$ cat src/rtl/wdog_pkg.sv
package wdog_pkg;
  localparam int unsigned CTRL_W = 6;
  localparam int unsigned PER_W  = 4;

  typedef struct packed {
    logic [PER_W-1:0] period;  // [5:2]
    logic             chg;     // [1]
    logic             en;      // [0]
  } ctrl_t;
endpackage

$ cat src/rtl/wdog_unlock.sv
module wdog_unlock
  import wdog_pkg::*;
#(
  parameter int unsigned WIN_CYC = 4
) (
  input  logic             clk_i,
  input  logic             rst_ni,
  input  logic             level2_i,
  input  logic             wr_en_i,
  input  ctrl_t            wr_data_i,
  output ctrl_t            ctrl_o,
  output logic             en_o,
  output logic [PER_W-1:0] period_o,
  output logic             per_chg_o
);
  localparam int unsigned WIN_W = $clog2(WIN_CYC + 1);

  logic [WIN_W-1:0] win_q, win_d;
  logic             en_q, en_d;
  logic [PER_W-1:0] per_q, per_d;
  logic             win_open, open_wr, fin_wr;

  assign win_open = (win_q != '0);
  assign open_wr  = wr_en_i & wr_data_i.chg & wr_data_i.en;
  assign fin_wr   = wr_en_i & ~wr_data_i.chg & win_open;

  always_comb begin
    en_d  = en_q;
    per_d = per_q;
    if (!level2_i) begin
      if (fin_wr) begin
        en_d  = wr_data_i.en;
        per_d = wr_data_i.period;
      end else if (wr_en_i) begin
        en_d  = en_q | wr_data_i.en;  // setting is free, clearing is not
        per_d = wr_data_i.period;
      end
    end else if (fin_wr) begin
      per_d = wr_data_i.period;
    end
  end

  always_comb begin
    if (open_wr)       win_d = WIN_W'(WIN_CYC);
    else if (wr_en_i)  win_d = '0;
    else if (win_open) win_d = win_q - WIN_W'(1);
    else               win_d = win_q;
  end

  always_ff @(posedge clk_i or negedge rst_ni) begin
    if (!rst_ni) begin
      win_q <= '0;
      en_q  <= 1'b0;
      per_q <= '0;
    end else begin
      win_q <= win_d;
      en_q  <= en_d;
      per_q <= per_d;
    end
  end

  assign en_o      = en_q | level2_i;
  assign period_o  = per_q;
  assign per_chg_o = (per_d != per_q);
  assign ctrl_o    = '{period: per_q, chg: win_open, en: en_o};

  // a valid opening write opens the window
  a_r4_open_window: assert property (@(posedge clk_i) disable iff (!rst_ni)
    open_wr |=> win_open);
  // opening without the enable bit is refused
  a_r6_no_open_without_en: assert property (@(posedge clk_i) disable iff (!rst_ni)
    (wr_en_i && wr_data_i.chg && !wr_data_i.en && !win_open) |=> !win_open);
  // period locked outside the window at level 2
  a_r7_period_locked: assert property (@(posedge clk_i) disable iff (!rst_ni)
    (level2_i && !win_open) |=> $stable(per_q));
  // enable cannot drop outside the window at level 1
  a_r3_en_sticky: assert property (@(posedge clk_i) disable iff (!rst_ni)
    (!level2_i && en_q && !win_open) |=> en_q);
endmodule

$ cat src/rtl/wdog_count.sv
module wdog_count
  import wdog_pkg::*;
#(
  parameter int unsigned PSC_W    = 11,
  parameter int unsigned MAX_CODE = 9
) (
  input  logic             clk_i,
  input  logic             rst_ni,
  input  logic             tick_i,
  input  logic             run_i,
  input  logic             clear_i,
  input  logic [PER_W-1:0] code_i,
  output logic             expire_o
);
  localparam int unsigned STG_W = MAX_CODE;

  logic [PSC_W-1:0] psc_q;
  logic [STG_W-1:0] stg_q, stg_lim;
  logic [PER_W-1:0] code_eff;
  logic [STG_W:0]   one_sh, lim_full;

  // reserved codes saturate to the longest period
  assign code_eff = (code_i > PER_W'(MAX_CODE)) ? PER_W'(MAX_CODE) : code_i;
  assign one_sh   = (STG_W+1)'(1) << code_eff;
  assign lim_full = one_sh - (STG_W+1)'(1);
  assign stg_lim  = lim_full[STG_W-1:0];

  assign expire_o = run_i & tick_i & ~clear_i & (&psc_q) & (stg_q == stg_lim);

  always_ff @(posedge clk_i or negedge rst_ni) begin
    if (!rst_ni) begin
      psc_q <= '0;
      stg_q <= '0;
    end else if (clear_i || !run_i || expire_o) begin
      psc_q <= '0;
      stg_q <= '0;
    end else if (tick_i) begin
      psc_q <= psc_q + PSC_W'(1);
      if (&psc_q) stg_q <= stg_q + STG_W'(1);
    end
  end

  // stage counter stays within the decoded limit
  a_r8_stage_in_range: assert property (@(posedge clk_i) disable iff (!rst_ni)
    (run_i && !clear_i) |-> (stg_q <= stg_lim));
endmodule

$ cat src/rtl/wdog_guard.sv
module wdog_guard
  import wdog_pkg::*;
#(
  parameter int unsigned PSC_W    = 11,
  parameter int unsigned MAX_CODE = 9,
  parameter int unsigned WIN_CYC  = 4
) (
  input  logic              clk_i,
  input  logic              rst_ni,
  input  logic              tick_i,
  input  logic              kick_i,
  input  logic              level2_i,
  input  logic              wr_en_i,
  input  logic [CTRL_W-1:0] wr_data_i,
  output logic [CTRL_W-1:0] rd_data_o,
  output logic              rst_req_o
);
  ctrl_t            ctrl;
  logic             en, per_chg, expire, rst_req_q;
  logic [PER_W-1:0] period;

  wdog_unlock #(.WIN_CYC(WIN_CYC)) u_unlock (
    .clk_i     (clk_i),
    .rst_ni    (rst_ni),
    .level2_i  (level2_i),
    .wr_en_i   (wr_en_i),
    .wr_data_i (ctrl_t'(wr_data_i)),
    .ctrl_o    (ctrl),
    .en_o      (en),
    .period_o  (period),
    .per_chg_o (per_chg)
  );

  wdog_count #(.PSC_W(PSC_W), .MAX_CODE(MAX_CODE)) u_count (
    .clk_i    (clk_i),
    .rst_ni   (rst_ni),
    .tick_i   (tick_i),
    .run_i    (en),
    .clear_i  (kick_i | per_chg),
    .code_i   (period),
    .expire_o (expire)
  );

  always_ff @(posedge clk_i or negedge rst_ni) begin
    if (!rst_ni) rst_req_q <= 1'b0;
    else         rst_req_q <= expire;
  end

  assign rd_data_o = ctrl;
  assign rst_req_o = rst_req_q;

  // single-cycle reset request
  a_r10_single_pulse: assert property (@(posedge clk_i) disable iff (!rst_ni)
    rst_req_o |=> !rst_req_o);
  // a kick suppresses the request on the next cycle
  a_r9_kick_quiet: assert property (@(posedge clk_i) disable iff (!rst_ni)
    kick_i |=> !rst_req_o);
  // no request while disabled
  a_r11_idle_when_off: assert property (@(posedge clk_i) disable iff (!rst_ni)
    !en |=> !rst_req_o);
endmodule

$ cat config.mk
export PLATFORM = sky130hd
export DESIGN_NAME = wdog_guard
export DESIGN_NICKNAME = d
export VERILOG_FILES = /design/src/rtl/wdog_pkg.sv /design/src/rtl/wdog_unlock.sv /design/src/rtl/wdog_count.sv /design/src/rtl/wdog_guard.sv
export SDC_FILE = /design/constraint.sdc
export NUM_CORES = 1
export LEC_CHECK = 0
export ABC_CLOCK_PERIOD_IN_PS = 2200
export BUFFER_PORTS_ARGS = -buffer_cell sky130_fd_sc_hd__buf_2
export CORE_MARGIN = 2
export CORE_UTILIZATION = 42
export DETAILED_ROUTE_END_ITERATION = 12
export MAX_ROUTING_LAYER = met4
export PLACE_DENSITY = 0.64
export SKIP_LAST_GASP = 1
export SLEW_MARGIN = 20
export SYNTH_ARGS = -nofsm -noshare
export SYNTH_HDL_FRONTEND = slang
export SYNTH_SLANG_ARGS = --single-unit
$ cat constraint.sdc
create_clock -name clk_i -period 2.2 [get_ports clk_i]
set_input_delay 0.22 -clock clk_i [delete_from_list [all_inputs] [get_ports clk_i]]
set_output_delay 0.22 -clock clk_i [all_outputs]
set_load 0.005 [all_outputs]
Yosys cells after proc, flatten, opt, wreduce, memory -nomap -nowiden
Cells that the tools add are included.
- flip-flop bits (word level): 29
- input bits: 12
- output and inout port bits: 7
- logic and storage cells: 54
- add/subtract/negate cells: 4
- order comparisons: 1
- equality and inequality tests: 2
- shifts and indexed selects: 1
- muxes and demuxes: 15
- bitwise gates (word level): 14
- reductions and logical operators: 11
- operator list (operator ; number):
    $mux 9 ; 3
    $mux 11 ; 2
    $mux 4 ; 5
    $add 11x1->11 const B ; 1
    $reduce_and 11->1 ; 1
    $add 9x1->9 const B ; 1
    $eq 9x9->1 ; 1
    $mux 3 ; 3
    $shl 1x4->9 const A ; 1
    $sub 9x1->9 const B ; 1
    $and 1x1->1 ; 8
    $reduce_bool 2->1 ; 3
    $reduce_bool 3->1 ; 2
    $gt 4x4->1 const B ; 1
    $ne 4x4->1 ; 1
    $reduce_and 2->1 ; 2
    $not 1->1 ; 3
    $or 1x1->1 ; 3
    $sub 3x1->3 const B ; 1
    $logic_or 1x1->1 ; 2
    $mux 1 ; 2
    $logic_not 1->1 ; 1

Logic depth before layout (Yosys ltp)
Gate-level depths: netlist (run 1).
- depth after elaboration: 14
- mapped depth: 12
- depth with buffers taken out: 9

Modules after synthesis
Synthesis (run 1) repeated with hierarchy kept, for this count alone.
- cells, all modules: 188
- area total of the unflattened synthesis: 1811.7 sq um
- modules (own cells, without submodules) (module ; times used ; cells each ; area each (sq um) ; sequential area each (sq um)):
    wdog_count ; 1 ; 143 ; 1286.2 ; 500.5
    wdog_unlock ; 1 ; 43 ; 494.2 ; 200.2
    wdog_guard ; 1 ; 2 ; 31.3 ; 25.0

Worst setup path before layout (run 1)
Ideal clock, no wire load.
- path kind: register -> register
- start point: reg u_unlock.per_q[3] (netlist: u_unlock.period_o[3])
- end point: reg u_count.stg_q[6]
- library setup time: 0.119 ns
- arrival time: 2.208 ns
- required time: 2.081 ns
- setup slack: -0.127 ns
- cell stages (with the launch flop): 12
- path buffers: 2
- clock period less this slack: 2.327 ns
- path through: dfrtp_1 -> buf_2 -> inv_1 -> nand3_1 -> ha_1 -> xnor2_1 -> xnor2_1 -> a311o_1 -> a2111oi_4 -> a31o_4 -> buf_12 -> nor2_1
- longest elaborated chain between the ends: 12
- elaborated cells on any way between the ends: 21
- classes of those cells: add/sub: 1; order compare: 1; eq/ne: 2; shift: 1; mux: 6; bitwise: 5; reduce/logical: 5
- ends and longest elaborated chain (element ; line ; source):
    from (decl) ; wdog_unlock.sv:20 ; logic [PER_W-1:0] per_q, per_d;
    from (signal assigned) ; wdog_unlock.sv:58 ; per_q <= per_d;
    branches (longest 9 deep; another with $sub 9x1->9) ; -- ;
    $logic_or 1x1->1 * ; wdog_count.sv:34 ; end else if (clear_i || !run_i || expire_o) begin
    $reduce_bool 2->1 (no source line) ; -- ;
    $reduce_and 2->1 (no source line) ; -- ;
    to (signal assigned) ; wdog_count.sv:39 ; if (&psc_q) stg_q <= stg_q + STG_W'(1);
    to (decl) ; wdog_count.sv:18 ; logic [STG_W-1:0] stg_q, stg_lim;
Every way passes the cells marked *.
A chain may end at the register's enable or synchronous reset.

Worst setup path in the final report (run 1)
- start point: reg u_unlock.per_q[3] (netlist: u_unlock.period_o[3])
- end point: reg u_count.psc_q[3]
- longest elaborated chain between the ends: 11
- elaborated cells on any way between the ends: 19
- classes of those cells: add/sub: 1; order compare: 1; eq/ne: 2; shift: 1; mux: 6; bitwise: 5; reduce/logical: 3
- ends and longest elaborated chain (element ; line ; source):
    branches (longest 9 deep; another with $sub 9x1->9) ; -- ;
    $logic_or 1x1->1 * ; wdog_count.sv:34 ;
    $mux 11 or $reduce_bool 2->1 (tied branches) ; -- ;
    to (signal assigned) ; wdog_count.sv:38 ; psc_q <= psc_q + PSC_W'(1);
    to (decl) ; wdog_count.sv:17 ; logic [PSC_W-1:0] psc_q;
Marked as above.

==> results of run 1 <==
[where the power goes]
group | leakage (nW) | switching (W) | internal [W]
combinational | 0.538 | 0.000375 | 0.000368
sequential | 0.386 | 0.0000498 | 0.000587
clock | 0.0439 | 0.000217 | 0.000218
total | 0.968 | 0.000642 | 0.00117
[repair_timing]
item	CTS	global route
pin swaps	11	5
buffers inserted	2	3
hold buffers	1	0
endpoints found under the setup margin	16	16
cloned	1	0
hold endpoints to repair	29	0
resized for setup	8	2
[synth_stat cells, types with 2 or more instances]
cell / instances
mux2i_1: 4
o22ai_1: 2
mux2_2: 4
a21oi_1: 5
nor4_1: 2
o21ai_0: 8
nor2b_1: 4
and4_1: 2
and3_1: 2
nor3_1: 4
nor2_2: 4
xor2_1: 11
ha_1: 5
a22oi_1: 2
xnor2_1: 16
buf_2: 7
dfrtp_1: 29
nor2_1: 28
a311o_1: 2
nand2_1: 19
buf_4: 2
nand3_1: 4
clkbuf_1: 2
nand4_1: 7
or3_1: 5
inv_1: 10
[area by class of cell]
type / instances / area (um2)
timing repair buffer: 41 / 265
multi-input combinational: 156 / 1130
fill: 418 / 2040
sequential: 29 / 729
inverter: 10 / 40.0
clock inverter: 3 / 17.5
clock buffer: 5 / 68.8
tap: 52 / 65.1
[cell families after synthesis]
kind of cell	after synthesis	share of synthesized area, %
compound gates	31	12.9
buf+inv	23	6.64
mux	8	4.47
simple gates	84	22.2
flops	29	38.1
xor+xnor	27	12.4
fa+ha+maj	5	3.29
[cells in the final DEF, fill, tap and decap left out, drive strengths merged, types with 4 or more instances in the layout]
master,instances
nand3,4
inv,10
nand2,19
nor2,32
xor2,11
xnor2,16
mux2i,4
nor3,4
or3,5
a21oi,5
nor2b,4
o21ai,8
dfrtp,29
ha,5
buf,40
clkbuf,5
nand4,7
mux2,4
[worst max-delay path by stage]
stage / start / endpoint / slack (ps)
3_3_place_gp: u_unlock.period_o[3] / u_count.psc_q[3] / -10
2_1_floorplan: u_unlock.period_o[3] / u_count.stg_q[6] / -10
3_5_place_dp: u_unlock.period_o[3] / u_count.stg_q[6] / -70
6_report: u_unlock.period_o[3] / u_count.psc_q[3] / -70
4_1_cts: u_unlock.period_o[2] / u_count.psc_q[7] / -80
5_1_grt: u_unlock.period_o[3] / u_count.stg_q[7] / -190
[state kept, by name, indices dropped and copies added (netlist names)]
name and flops:
u_count.psc_q 11, u_unlock.en_q 1, rst_req_o 1, u_unlock.period_o 4, u_unlock.win_q 3, u_count.stg_q 9
[worst max-delay path: stages (launching register included)]
cell       delay [ps]
dfrtp_2           450
nor2_4            130
nand2_2            80
ha_4              190
xnor2_2           130
xnor2_1           130
a311o_1           320
a2111oi_4         370
a31o_4            280
nor2_2             60
[metrics by stage]
step | hold slack, ps | utilization, % | total power (W) | worst slack, ps
6_report | 183 | 53.2 | 0.00182 | -68.9
5_1_grt | 199 | 53.2 | 0.00194 | -187
4_1_cts | 177 | 52.5 | 0.00181 | -77.9
3_5_place_dp | 288 | 49.1 | 0.00133 | -67.1
3_3_place_gp | 297 | 49.1 | 0.00132 | -10.3
2_1_floorplan | -75.6 | - | 0.00116 | -11.5
[metal layers]
layer	share of wire (%)	GRT usage, %	vias to the layer above
li1	-	-	785
met5	0	-	-
met4	1.5	6.92	0
met3	4.0	3.38	5
met2	46	27.0	36
met1	49	23.8	721
==> results by group, run 1 <==
GRT
  • First-pass GRT wire length: 6.98 mm
  • Vias in the first global route: 1,503
  • Pin count of the biggest net entering global routing: 30
  • Initial antenna violation count: 0
  • Overflow after GRT: 0
  • Gr usage total: 17.9%

Run status
  • Status: complete, but fails checks
  • Failing checks: negative setup slack

Critical path
  • Nature of the critical path endpoint: register
  • Critical-path maximum fanout: 8
  • Reg-to-Reg Start: u_unlock.period_o[3]
  • Critical Path RT: 2370 ps
  • Reg2reg path depth: 9
  • CP Class: register to register
  • Startpoint types: register
  • R2r endpoint: u_count.psc_q[3]
  • Worst Path Arrival: 2440 ps
  • Flop2flop setup slack: -70 ps

STA
  • Tcrit/Tclk final: 103%
  • Final WS setup: -68.9 ps
  • Clock Skew: 7.48 ps
  • # setup viols final: 16
  • Setup TNS: -1000 ps
  • Fin crit period: 2270 ps
  • Max-slew violations: 0
  • Achievable clock frequency: 441 MHz
  • Worst Tran Pin Value: 684 ps
  • Final Hold Fails: 0
  • RSZ-0062 raised after global routing: true
  • Slew HR: 54.4%

Die
  • Die width: 71.3 um
  • Die ar.: 5090 um2
  • Die Y: 71.3 um
  • Number of top-level pins: 19
  • Std cell rows: 24
  • Core region area: 4350 um2
  • Initial Util: 43.7%

Clocking
  • H-Tree Depth: 2
  • Clk slew on worst S/H paths: 70 ps
  • CTS Buffer Depth: 2
  • Clk_lat worst skew: 280 ps
  • Clock buffer count from CTS: 5
  • Root Driver: clkbuf_8
  • CTS tree: yes
  • TritonCTS sink count: 29

Routing
  • Via Count: 1,547
  • Routed Antenna Nets: 0
  • DR WL/cell: 13.8 um
  • WL final: 4.10 mm
  • Vias per inst: 5.23
  • DRT iter0 DRCs: 82
  • DR pass1 iterations: 4
  • DRC errors left: 0

Run
  • Max Cap Violations: 0

Min path
  • HP Start: wr_data_i[1]
  • Min-Delay Endpoint: u_unlock.en_q
  • Worst hold stages: 3
  • Hold WC Path Type: input port to register

Place
  • Gpl congestion: 0.828
  • Area after DPL: 2140 um2
  • Cells after DPL: 281
  • Placed wire-length estimate: 2.84 mm
  • Port bufs: 18

Power and ir drop
  • P per Cell Area: 784 nW/um2
  • VDD IR-drop max: 369 uV
  • Pleak: 0.968 nW

Final layout
  • Layout area overhead: 21.6%
  • Post-route cell area: 2310 um2
  • Post-Layout Cell Count: 296
  • Share of layout cells above drive strength 1: 31.1%
  • Fin nets: 260
  • N_diodes: 0

Synth
  • Synth warn: 0
  • Syn Inst Count: 207
  • Post-synth top area share: 38.1%
  • Synth Register Bits: 29
  • Mapped Area: 1900 um2
  • Synthesized area per cell: 9.19 um2
  • Number of enable flip-flop cells after synthesis: 0
  • Primary FF master, synth: dfrtp_1
  • Asr flop ratio synth: 100%
  • Sequential area share after synthesis: 38.1%
  • Post-synth top area cell: dfrtp_1
  • Top cells by area in the synthesized netlist: dfrtp_1 38%, xnor2_1 7.4%, nor2_1 5.5%
  • Syn Nets: 224
  • Synth unique cells: 43
(Power assumes the default switching activity.)
==> run 2, diff against run 1 <==
Settings changed: CORE_UTILIZATION 42 to 30, PLACE_DENSITY 0.64 to 0.5, SYNTH_HIERARCHICAL from default to 1.
==> run 2 against run 1 <==
  * Via count fell by 9.2%
  * Non-clock buffer count rose by 1
  * Utilization fell by 15 points
  * Critical path type unchanged
  * Critical path depth rose by 1
  * Clock power rose by 36%
  * Sequential share of layout area rose by 0.80 points
  * The flow still finishes with violations (negative setup slack)
  * Worst setup slack got worse by 130 ps
  * Design area fell by 3.0%
==> results by group, run 2 <==
Clocking
  • Clk slew on worst S/H paths: 70 ps
  • Clk_lat worst skew: 290 ps
  • CTS tree: yes
  • H-Tree Depth: 2
  • CTS Buffer Depth: 2
  • Post-CTS Setup Repair Bufs: 0
  • Root Driver: clkbuf_8
  • Clock buffer count from CTS: 5
  • TritonCTS sink count: 29

Place
  • Port bufs: 18
  • Placed wire-length estimate: 2.56 mm
  • Cells after DPL: 291
  • Gpl congestion: 0.746

Synth
  • Synthesized area per cell: 9.64 um2
  • Synth unique cells: 45
  • Syn Nets: 205
  • Syn Inst Count: 188
  • Synth warn: 6
  • Post-synth top cells: 29 x dfrtp_1, 26 x nor2_1, 14 x xnor2_1, 10 x nand4_1, 10 x xor2_1
  • Number of enable flip-flop cells after synthesis: 0
  • Synth Register Bits: 29
  • Top cells by area in the synthesized netlist: dfrtp_1 40%, xnor2_1 6.8%, nor2_1 5.4%
  • Post-synth top area cell: dfrtp_1
  • Mapped Area: 1810 um2
  • Sequential area share after synthesis: 40.1%
  • Asr flop ratio synth: 100%
  • Post-synth top area share: 40.1%
  • Most numerous cell in the Yosys netlist: dfrtp_1
  • Primary FF master, synth: dfrtp_1

Power and ir drop
  • Pint: 0.00137 W
  • Register share of total power: 31.9%
  • P per Cell Area: 874 nW/um2
  • Comb power frac: 38.0%
  • Sw Ratio: 30.4%
  • Pleak: 0.979 nW
  • Psw: 0.000597 W
  • VDD IR-drop max: 400 uV
  • Clk network pwr share: 30.1%
  • Overall Power: 0.00196 W

STA
  • RSZ-0062 raised after global routing: true
  • Final WS setup: -201 ps
  • Final Hold Fails: 0
  • Fin crit period: 2400 ps
  • Worst Tran Pin Value: 676 ps
  • Clock Skew: 3.39 ps
  • # setup viols final: 16
  • Achievable clock frequency: 416 MHz
  • Max-slew violations: 0
  • Tcrit/Tclk final: 109%
  • Slew HR: 54.9%
  • Setup TNS: -2670 ps

GRT
  • Initial antenna violation count: 0
  • Gr usage total: 13.0%
  • Pin count of the biggest net entering global routing: 30
  • First-pass GRT wire length: 6.29 mm
  • Overflow after GRT: 0
  • Vias in the first global route: 1,349

Run
  • Max Cap Violations: 0

Min path
  • Hold WC Path Type: input port to register

Final layout
  • Filler instances: 609
  • Most frequent cells in the layout: 29 x dfrtp_1, 25 x nor2_1, 22 x buf_4
  • Biggest register: u_count/psc_q
  • Storage cell area: 726 um2
  • Layout area overhead: 24.0%
  • Most common cell after layout, fill and taps aside: dfrtp_1
  • Post-Layout Cell Count: 300
  • Fin nets: 241
  • Share of layout cells above drive strength 1: 30.7%
  • Final core utilization: 38.2%
  • N_diodes: 0
  • Largest register FFs: 11
  • Footprint of the multi-input gates: 991 um2

Critical path
  • Worst Path Arrival: 2580 ps
  • Crit path buffers/inverters: 1
  • CP peak stage delay: 370 ps
  • Critical Path RT: 2380 ps
  • Startpoint types: register
  • CP delay by family, top: simple AND/OR/NAND/NOR gates
  • Slowest CP cell: dfrtp_1
  • Critical-path maximum fanout: 12
  • Worst path most repeated cell: or3_1
  • CP Class: register to register
  • CP Cell Sequence: or2_4 -> or3_1 -> ha_2 -> or3_1 -> a21o_1 -> o211ai_1 -> o2111ai_2 -> o21bai_2 -> buf_12 -> nor2_1
  • Nature of the critical path endpoint: register

Die
  • Core region area: 5890 um2
  • Initial Util: 30.8%
  • Std cell rows: 28
  • Die ar.: 6680 um2
  • Die Y: 81.7 um
  • Number of top-level pins: 19
  • Die width: 81.7 um

Routing
  • Vias per inst: 4.68
  • DRT iter0 DRCs: 39
  • Via Count: 1,404
  • Routed Antenna Nets: 0
  • WL final: 3.56 mm
  • DRC errors left: 0
  • DR pass1 iterations: 4
  • DR WL/cell: 11.9 um

Run status
  • Failing checks: negative setup slack
  • Status: complete, but fails checks
[run 2: logic make-up after synthesis]
logic type	share of synthesized area, %
adder cells (fa/ha/maj)	3.45
XOR/XNOR	11.6
AO/OA/AOI/OAI	11.1
multiplexers	4.14
flip-flops	40.1
buffers and inverters	6.84
AND/OR/NAND/NOR	22.8
[run 2: power groups by stage]
stage	logic [W]	clock network, W	registers, W
6_report	0.000745	0.000591	0.000626
3_3_place_gp	0.000730	0	0.000635
5_1_grt	0.000832	0.000635	0.000634
4_1_cts	0.000738	0.000608	0.000626
2_1_floorplan	0.000505	0	0.000638
3_5_place_dp	0.000726	0	0.000636
[run 2: worst paths after layout]
| kind | startpoint | endpoint | slack, ps | cells after the start |
|---|---|---|---|---|
| max in group asynchronous | rst_ni | u_count/stg_q[2] | 1260 | 2 |
| setup / recovery | u_unlock/period_o[1] | u_count/stg_q[7] | -200 | 10 |
| min in group asynchronous | rst_ni | u_unlock/win_q[2] | 500 | 2 |
| hold reg to reg | u_unlock/en_q | u_unlock/en_q | 500 | 1 |
| setup reg to reg | u_unlock/period_o[1] | u_count/stg_q[7] | -200 | 10 |
| hold / removal | wr_data_i[0] | u_unlock/en_q | 170 | 2 |
[run 2: stage by stage]
stage | worst slack (ps) | cell area, um2 | hold WS [ps]
finish | -201 | 2250 | 170
global route | -318 | 2250 | 163
CTS | -201 | 2240 | 161
detailed placement | -223 | 2090 | 298
global placement | -202 | 2090 | 296
floorplan | -497 | 1820 | -75.6
[run 2: cell type report]
class	count	share of cell area, %
multi-input cells	138	44.1
well taps	75	4.18
inverters	8	1.34
repair buffers	42	12.7
clock inverters	2	1.67
clock buffers	6	3.68
flip-flops and latches	29	32.3
[run 2: repair_timing]
| item | 4_1_cts | 5_1_grt |
|---|---|---|
| setup endpoints to repair | 16 | 16 |
| resized for setup | 5 | 2 |
| pin swaps | 5 | 1 |
| endpoints found under the hold margin | 29 | 0 |
| hold buffers | 1 | 0 |
[run 2: per-layer routing]
layer | routed length [um] | GRT usage (%) | up-vias
li1 | - | - | 717
met5 | 0 | - | -
met1 | 1830 | 16.4 | 667
met4 | 48 | 4.00 | 0
met3 | 129 | 4.62 | 6
met2 | 1550 | 19.7 | 14
